`config.mk`:
```
export PLATFORM = sky130hd
export DESIGN_NAME = ecc_err_regs
export DESIGN_NICKNAME = d
export VERILOG_FILES = /design/src/rtl/ecc_regs_pkg.sv /design/src/rtl/ecc_capture_bank.sv /design/src/rtl/ecc_inject_unit.sv /design/src/rtl/ecc_err_regs.sv
export SDC_FILE = /design/constraint.sdc
export NUM_CORES = 1
export LEC_CHECK = 0
export BUFFER_PORTS_ARGS = -buffer_cell sky130_fd_sc_hd__buf_2
export CORE_MARGIN = 4
export CORE_UTILIZATION = 56
export DETAILED_ROUTE_END_ITERATION = 12
export PLACE_DENSITY = 0.83
export RECOVER_POWER = 100
export SKIP_CTS_REPAIR_TIMING = 1
export SLEW_MARGIN = 0
export SYNTH_ARGS = -nofsm -noshare
export SYNTH_HDL_FRONTEND = slang
export SYNTH_SLANG_ARGS = --single-unit
```
`constraint.sdc`:
```
create_clock -name clk -period 4.3 [get_ports clk]
set_input_delay 0 -clock clk [delete_from_list [all_inputs] [get_ports clk]]
set_output_delay 0 -clock clk [all_outputs]
set_load 0.02 [all_outputs]
```
`src/rtl/ecc_regs_pkg.sv`:
```
package ecc_regs_pkg;

   localparam int REG_W = 32;
   localparam int NCLS  = 2;
   localparam int CLS_CE = 0;
   localparam int CLS_UE = 1;

   // error-bank byte offsets
   localparam int OFS_OPT     = 'h00;
   localparam int OFS_UE_BANK = 'h08;
   localparam int OFS_CE_BANK = 'h18;
   localparam int BANK_BYTES  = 16;
   localparam int ERR_SPAN    = 'h28;

   // offsets inside the interrupt bank
   localparam int INT_STAT = 'h0;
   localparam int INT_ACK  = 'h4;

   localparam int ST_W = 7;

   // option register fields
   localparam int OPT_ARM_BIT = 8;
   localparam int OPT_PAT_LSB = 16;
   localparam int SYND_LSB    = 8;

   function automatic int first_bit(input int cls);
      return (cls == CLS_CE) ? 3 : 5;
   endfunction

   function automatic int dbl_bit(input int cls);
      return first_bit(cls) + 1;
   endfunction

   function automatic int bank_base(input int cls);
      return (cls == CLS_CE) ? OFS_CE_BANK : OFS_UE_BANK;
   endfunction

   // modes with bit 0 set report errors
   function automatic logic mode_reports(input logic [1:0] m);
      return m[0];
   endfunction

endpackage

```
`src/rtl/ecc_capture_bank.sv`:
```
module ecc_capture_bank #(
   parameter int ERR_ADDR_W = 32,
   parameter int SYND_W     = 8,
   parameter int DATA_W     = 64
) (
   input  logic                  clk,
   input  logic                  rst_n,
   input  logic                  evt,
   input  logic [ERR_ADDR_W-1:0] evt_addr,
   input  logic [SYND_W-1:0]     evt_synd,
   input  logic [DATA_W-1:0]     evt_data,
   input  logic                  clr_first,
   input  logic                  clr_dbl,
   output logic                  first_q,
   output logic                  dbl_q,
   output logic [ERR_ADDR_W-1:0] cap_addr,
   output logic [SYND_W-1:0]     cap_synd,
   output logic [DATA_W-1:0]     cap_data
);

   logic slot_free;
   assign slot_free = !first_q || clr_first;

   always_ff @(posedge clk or negedge rst_n) begin
      if (!rst_n) begin
         first_q  <= 1'b0;
         dbl_q    <= 1'b0;
         cap_addr <= '0;
         cap_synd <= '0;
         cap_data <= '0;
      end else begin
         if (evt && slot_free) begin
            first_q  <= 1'b1;
            cap_addr <= evt_addr;
            cap_synd <= evt_synd;
            cap_data <= evt_data;
         end else if (clr_first) begin
            first_q <= 1'b0;
         end
         if (evt && !slot_free)
            dbl_q <= 1'b1;
         else if (clr_dbl)
            dbl_q <= 1'b0;
      end
   end

endmodule

```
`src/rtl/ecc_inject_unit.sv`:
```
module ecc_inject_unit #(
   parameter int CHK_W = 8
) (
   input  logic             clk,
   input  logic             rst_n,
   input  logic             cfg_we,
   input  logic             cfg_arm,
   input  logic [CHK_W-1:0] cfg_pat,
   input  logic             wr_strobe,
   input  logic [CHK_W-1:0] chk_in,
   output logic [CHK_W-1:0] chk_out,
   output logic             armed_q,
   output logic [CHK_W-1:0] pat_q
);

   always_ff @(posedge clk or negedge rst_n) begin
      if (!rst_n) begin
         armed_q <= 1'b0;
         pat_q   <= '0;
      end else if (cfg_we) begin
         armed_q <= cfg_arm;
         pat_q   <= cfg_pat;
      end else if (wr_strobe && armed_q) begin
         armed_q <= 1'b0;
      end
   end

   assign chk_out = armed_q ? (chk_in ^ pat_q) : chk_in;

endmodule

```
`src/rtl/ecc_err_regs.sv`:
```
module ecc_err_regs
   import ecc_regs_pkg::*;
#(
   parameter int         ADDR_W     = 8,
   parameter int         ERR_ADDR_W = 32,
   parameter int         SYND_W     = 8,
   parameter int         DATA_W     = 64,
   parameter int         CHK_W      = 8,
   parameter int         INT_BASE   = 'h40,
   parameter logic [1:0] RST_MODE   = 2'd1
) (
   input  logic                  clk,
   input  logic                  rst_n,
   input  logic                  reg_we,
   input  logic [ADDR_W-1:0]     reg_addr,
   input  logic [31:0]           reg_wdata,
   output logic [31:0]           reg_rdata,
   input  logic                  ce_evt,
   input  logic [ERR_ADDR_W-1:0] ce_addr,
   input  logic [SYND_W-1:0]     ce_synd,
   input  logic [DATA_W-1:0]     ce_data,
   input  logic                  ue_evt,
   input  logic [ERR_ADDR_W-1:0] ue_addr,
   input  logic [SYND_W-1:0]     ue_synd,
   input  logic [DATA_W-1:0]     ue_data,
   input  logic                  wr_strobe,
   input  logic [CHK_W-1:0]      chk_in,
   output logic [CHK_W-1:0]      chk_out,
   output logic [1:0]            ecc_mode,
   output logic                  irq
);

   localparam int HALF_W = DATA_W / 2;
   localparam logic [ADDR_W-1:0] A_OPT  = ADDR_W'(OFS_OPT);
   localparam logic [ADDR_W-1:0] A_STAT = ADDR_W'(INT_BASE + INT_STAT);
   localparam logic [ADDR_W-1:0] A_ACK  = ADDR_W'(INT_BASE + INT_ACK);

   // elaboration-time parameter checks
   if (DATA_W != 2 * REG_W) begin : g_bad_data
      $error("DATA_W must be twice the register width");
   end
   if (CHK_W != 8) begin : g_bad_chk
      $error("CHK_W must be 8 to fit option bits 23:16");
   end
   if (SYND_W < 1 || SYND_W > 8) begin : g_bad_synd
      $error("SYND_W must be 1..8");
   end
   if (ERR_ADDR_W < 1 || ERR_ADDR_W > REG_W) begin : g_bad_eaddr
      $error("ERR_ADDR_W must be 1..32");
   end
   if (INT_BASE < ERR_SPAN || (INT_BASE % 8) != 0 || INT_BASE + 8 > (1 << ADDR_W)) begin : g_bad_int
      $error("INT_BASE must be 8-aligned, above the error bank and inside the address space");
   end

   logic [1:0] mode_q;
   logic       opt_we, ack_we, report_en;

   assign opt_we    = reg_we && (reg_addr == A_OPT);
   assign ack_we    = reg_we && (reg_addr == A_ACK);
   assign report_en = mode_reports(mode_q);
   assign ecc_mode  = mode_q;

   always_ff @(posedge clk or negedge rst_n) begin
      if (!rst_n)
         mode_q <= RST_MODE;
      else if (opt_we)
         mode_q <= reg_wdata[1:0];
   end

   // per-class inputs gathered into arrays
   logic [NCLS-1:0]       evt_v;
   logic [ERR_ADDR_W-1:0] in_addr_v  [NCLS];
   logic [SYND_W-1:0]     in_synd_v  [NCLS];
   logic [DATA_W-1:0]     in_data_v  [NCLS];
   logic [NCLS-1:0]       first_v, dbl_v;
   logic [ERR_ADDR_W-1:0] cap_addr_v [NCLS];
   logic [SYND_W-1:0]     cap_synd_v [NCLS];
   logic [DATA_W-1:0]     cap_data_v [NCLS];

   assign evt_v[CLS_CE]     = ce_evt && report_en;
   assign evt_v[CLS_UE]     = ue_evt && report_en;
   assign in_addr_v[CLS_CE] = ce_addr;
   assign in_addr_v[CLS_UE] = ue_addr;
   assign in_synd_v[CLS_CE] = ce_synd;
   assign in_synd_v[CLS_UE] = ue_synd;
   assign in_data_v[CLS_CE] = ce_data;
   assign in_data_v[CLS_UE] = ue_data;

   logic [ST_W-1:0] status;

   for (genvar c = 0; c < NCLS; c++) begin : g_bank
      ecc_capture_bank #(
         .ERR_ADDR_W(ERR_ADDR_W),
         .SYND_W    (SYND_W),
         .DATA_W    (DATA_W)
      ) u_bank (
         .clk      (clk),
         .rst_n    (rst_n),
         .evt      (evt_v[c]),
         .evt_addr (in_addr_v[c]),
         .evt_synd (in_synd_v[c]),
         .evt_data (in_data_v[c]),
         .clr_first(ack_we && reg_wdata[first_bit(c)]),
         .clr_dbl  (ack_we && reg_wdata[dbl_bit(c)]),
         .first_q  (first_v[c]),
         .dbl_q    (dbl_v[c]),
         .cap_addr (cap_addr_v[c]),
         .cap_synd (cap_synd_v[c]),
         .cap_data (cap_data_v[c])
      );
   end

   always_comb begin
      status = '0;
      for (int c = 0; c < NCLS; c++) begin
         status[first_bit(c)] = first_v[c];
         status[dbl_bit(c)]   = dbl_v[c];
      end
   end

   assign irq = |status;

   logic             inj_armed;
   logic [CHK_W-1:0] inj_pat;

   ecc_inject_unit #(.CHK_W(CHK_W)) u_inject (
      .clk      (clk),
      .rst_n    (rst_n),
      .cfg_we   (opt_we),
      .cfg_arm  (reg_wdata[OPT_ARM_BIT]),
      .cfg_pat  (reg_wdata[OPT_PAT_LSB +: CHK_W]),
      .wr_strobe(wr_strobe),
      .chk_in   (chk_in),
      .chk_out  (chk_out),
      .armed_q  (inj_armed),
      .pat_q    (inj_pat)
   );

   // write-data bits that no register field takes
   logic unused_wdata;
   assign unused_wdata = ^{reg_wdata[31:24], reg_wdata[15:9], reg_wdata[7], reg_wdata[2]};

   // read mux
   logic [ADDR_W-1:0] off;
   always_comb begin
      reg_rdata = '0;
      off       = '0;
      if (reg_addr == A_OPT) begin
         reg_rdata[1:0]                     = mode_q;
         reg_rdata[OPT_ARM_BIT]             = inj_armed;
         reg_rdata[OPT_PAT_LSB +: CHK_W]    = inj_pat;
      end else if (reg_addr == A_STAT) begin
         reg_rdata[ST_W-1:0] = status;
      end else begin
         for (int c = 0; c < NCLS; c++) begin
            off = reg_addr - ADDR_W'(bank_base(c));
            if (off < ADDR_W'(BANK_BYTES) && off[1:0] == 2'b00) begin
               case (off[3:2])
                  2'd0:    reg_rdata[ERR_ADDR_W-1:0]      = cap_addr_v[c];
                  2'd1:    reg_rdata[SYND_LSB +: SYND_W]  = cap_synd_v[c];
                  2'd2:    reg_rdata[HALF_W-1:0]          = cap_data_v[c][HALF_W-1:0];
                  default: reg_rdata[HALF_W-1:0]          = cap_data_v[c][DATA_W-1:HALF_W];
               endcase
            end
         end
      end
   end

endmodule

```
==> metrics.md <==
| Metric | Value |
|---|---|
| Clock sinks | `223` |
| Post-synthesis instance total | `798` |
| Clk pwr share | `31.4%` |
| Post-route minimum period | `3180 ps` |
| Most frequent cell after synthesis | `dfrtp_1` |
| Detailed Route Iter0 Violations | `472` |
| Slew Viols, Final | `189` |
| Post-layout power | `6.26 mW` |
| Max_slew headroom | `-120%` |
| Vias | `9001` |
| Worst Path Max Fanout | `14` |
| Port bufs | `287` |
| Ys flop type | `dfrtp_1` |
| Violated checks | `max-capacitance violations, max-slew violations` |
| WP data arrival | `3180 ps` |
| Via density | `5.84` |
| Clk buf depth | `3` |
| Int Power | `4.55 mW` |
| Wire per inst | `23.5 um` |
| Number of nets in the layout | `1559` |
| NetSw | `1.71 mW` |
| Sequential share of the synthesized area | `53.1%` |
| Initial Util | `57.7%` |
| Final setup viols | `0` |
| IO Count | `305` |
| Critical Path Start Type | `primary input` |
| Leak Pwr | `7.27 nW` |
| Die Footprint | `0.0210 mm^2` |
| Top cells by area, synth | `dfrtp_1, mux2_1, mux2_2, mux2i_1, mux4_2` |
| Fmax achieved | `315 MHz` |
| Fillers | `915` |
| Clock root buffer | `clkbuf_16` |
| CTS tree | `done` |
| RD Place Congestion | `0.835` |
| Least-Margin Pin Slew | `3290 ps` |
| Synth warn | `0` |
| Cts bufs inserted | `23` |
| Avg Inst Size Synth | `13.2 um^2` |
| Final hold violation count | `0` |
| Seq pwr share | `47.9%` |
| Worst Path Required | `4300 ps` |
| Max_cap viols | `2` |
| RSZ-0062 raised after global routing | `false` |
| Area Growth Syn to Fin | `42.4%` |
| Vias in the first global route | `8242` |
| Die Y | `145 um` |
| Post-synth top cells | `dfrtp_1, mux2_1, mux2_2` |
| First drt pass iteration count | `4` |
| Clock slew at reported path FFs | `70 ps` |
| Fraction of registers with async set/reset | `100%` |
| Post-route ant nets | `0` |
| Fin crit share | `73.9%` |
| DP HPWL | `18900 um` |
| Yosys reg bits | `223` |
| H-tree depth | `1` |
| Post-synth top area share | `52.9%` |
| Setup TNS | `0 ps` |
| Number of synthesized flops with an enable pin | `0` |
| Critical path class | `primary input to output port` |
| Largest net degree at the start of global routing | `133` |
| Power Dens Cells | `418 mW/mm^2` |
| Crit end category | `output port` |
| Clk Latency, worst-skew pair | `510 ps` |
| Unique masters post-synth | `39` |
| Row cnt | `49` |
| Layout Skew | `14.1 ps` |
| Chip width | `145 um` |
| HP Class | `primary input to flop` |
| DRC | `0` |
| Total gr overflow | `0` |
| Core area | `0.0182 mm^2` |
| Global-route total usage across every layer | `25.9%` |
| Mapped Area | `0.0105 mm^2` |
| Combinational group share of total power | `20.7%` |
| Maximum VDD drop | `342 uV` |
| Initial antenna violation count | `6` |
| Layout cells sized above 1 | `31.4%` |
| First-pass GRT wire length | `43900 um` |
| Syn Nets | `1062` |
| Sw frac | `27.4%` |
| Total wire length | `36200 um` |
| Status | `complete, but fails checks` |
| Post-synth top area cell | `dfrtp_1` |
-- through the flow --
step	std cells	setup slack (ps)	utilization [%]	cell area [um^2]	hold slack, ps
2_1_floorplan	798	1920	-	10500	-296
3_3_place_gp	1270	1560	66.1	12000	186
3_5_place_dp	1270	1560	66.1	12000	190
4_1_cts	1307	1530	70.1	12800	-349
5_1_grt	1539	664	82.2	15000	248
6_report	1540	1120	82.2	15000	241
-- layout make-up --
class / count / area [um^2] / area share, %
antenna: 4 / 10.0 / 0.0669
tap: 229 / 287 / 1.91
timing repair buffer: 527 / 3770 / 25.2
sequential: 223 / 5580 / 37.3
clock inverter: 7 / 62.6 / 0.418
clock buffer: 30 / 662 / 4.42
inverter: 2 / 7.51 / 0.0502
multi-input combinational: 518 / 4590 / 30.7
-- cell families after synthesis --
group	after synthesis	synth area share, %
flip-flops	223	53.1
multiplexers	283	31.5
XOR/XNOR	8	0.667
buffers and inverters	57	3.25
adder cells (fa/ha/maj)	2	0.238
AO/OA/AOI/OAI	95	6.00
AND/OR/NAND/NOR	130	5.27
-- worst paths after layout --
path,start,cells after the start,to,slack (ps)
max reg2reg,ecc_mode[0],4,g_bank[0].u_bank.cap_data[21],1540
min reg2reg,g_bank[1].u_bank.cap_data[35],1,g_bank[1].u_bank.cap_data[35],490
max,reg_addr[1],8,reg_rdata[12],1120
min,ue_data[59],3,g_bank[1].u_bank.cap_data[59],240
min in group asynchronous,rst_n,2,g_bank[0].u_bank.cap_addr[26],1100
max in group asynchronous,rst_n,2,g_bank[0].u_bank.cap_data[9],1220
-- critical path, stage by stage --
cell and delay, ps:
buf_2 110, nor4_1 1030, and2_0 230, a22o_1 640
clkbuf_1 530, a22oi_1 190, nor2_1 180, clkbuf_1 260
-- power by group through the flow --
stage	Sequential [mW]	Combinational, mW	Clock [mW]
global route	3.05	1.41	2.06
finish	3.00	1.30	1.96
global placement	2.94	0.998	0
CTS	2.95	1.06	1.96
detailed placement	2.97	1.05	0
floorplan	2.88	0.736	0
-- per-layer routing --
| layer | track usage [%] | share of wire (%) | wire (um) | vias up |
|---|---|---|---|---|
| met5 | 0 | 0.064 | 23 | - |
| met4 | 8.03 | 5.4 | 1970 | 4 |
| met3 | 6.08 | 6.7 | 2410 | 151 |
| met2 | 45.0 | 53 | 19100 | 483 |
| met1 | 32.6 | 35 | 12700 | 4484 |
| li1 | - | - | - | 3879 |
-- cells in the final DEF (no fill, tap or decap), drive strengths merged, types with 2 or more instances in the layout --
cell         netlist  final
nand3              2      2
inv                2      2
nand2             81     81
a31oi              5      5
diode              0      4
a221o             10     10
o21ai             41     41
mux4              16     16
a21oi              8      8
ha                 2      2
and2               2      2
mux2i             48     48
clkbuf            23     74
nor3               4      4
clkinv             0      5
buf               32    254
dfrtp            222    222
mux2             219    219
dlygate4sd3        0    229
xnor2              8      8
nor2              29     29
nor2b              4      4
nand3b             2      2
o2bb2ai            9      9
a22oi             17     17
-- sequential cells by signal, summed over array words and instances (netlist names) --
name and count:
g_bank.u_bank.cap_addr 64, u_inject.pat_q 8, g_bank.u_bank.cap_synd 16, g_bank.u_bank.first_q 2, g_bank.u_bank.cap_data 128, ecc_mode 2, g_bank.u_bank.dbl_q 2, u_inject.armed_q 1
Note: power is estimated with default switching activity, not from simulation.
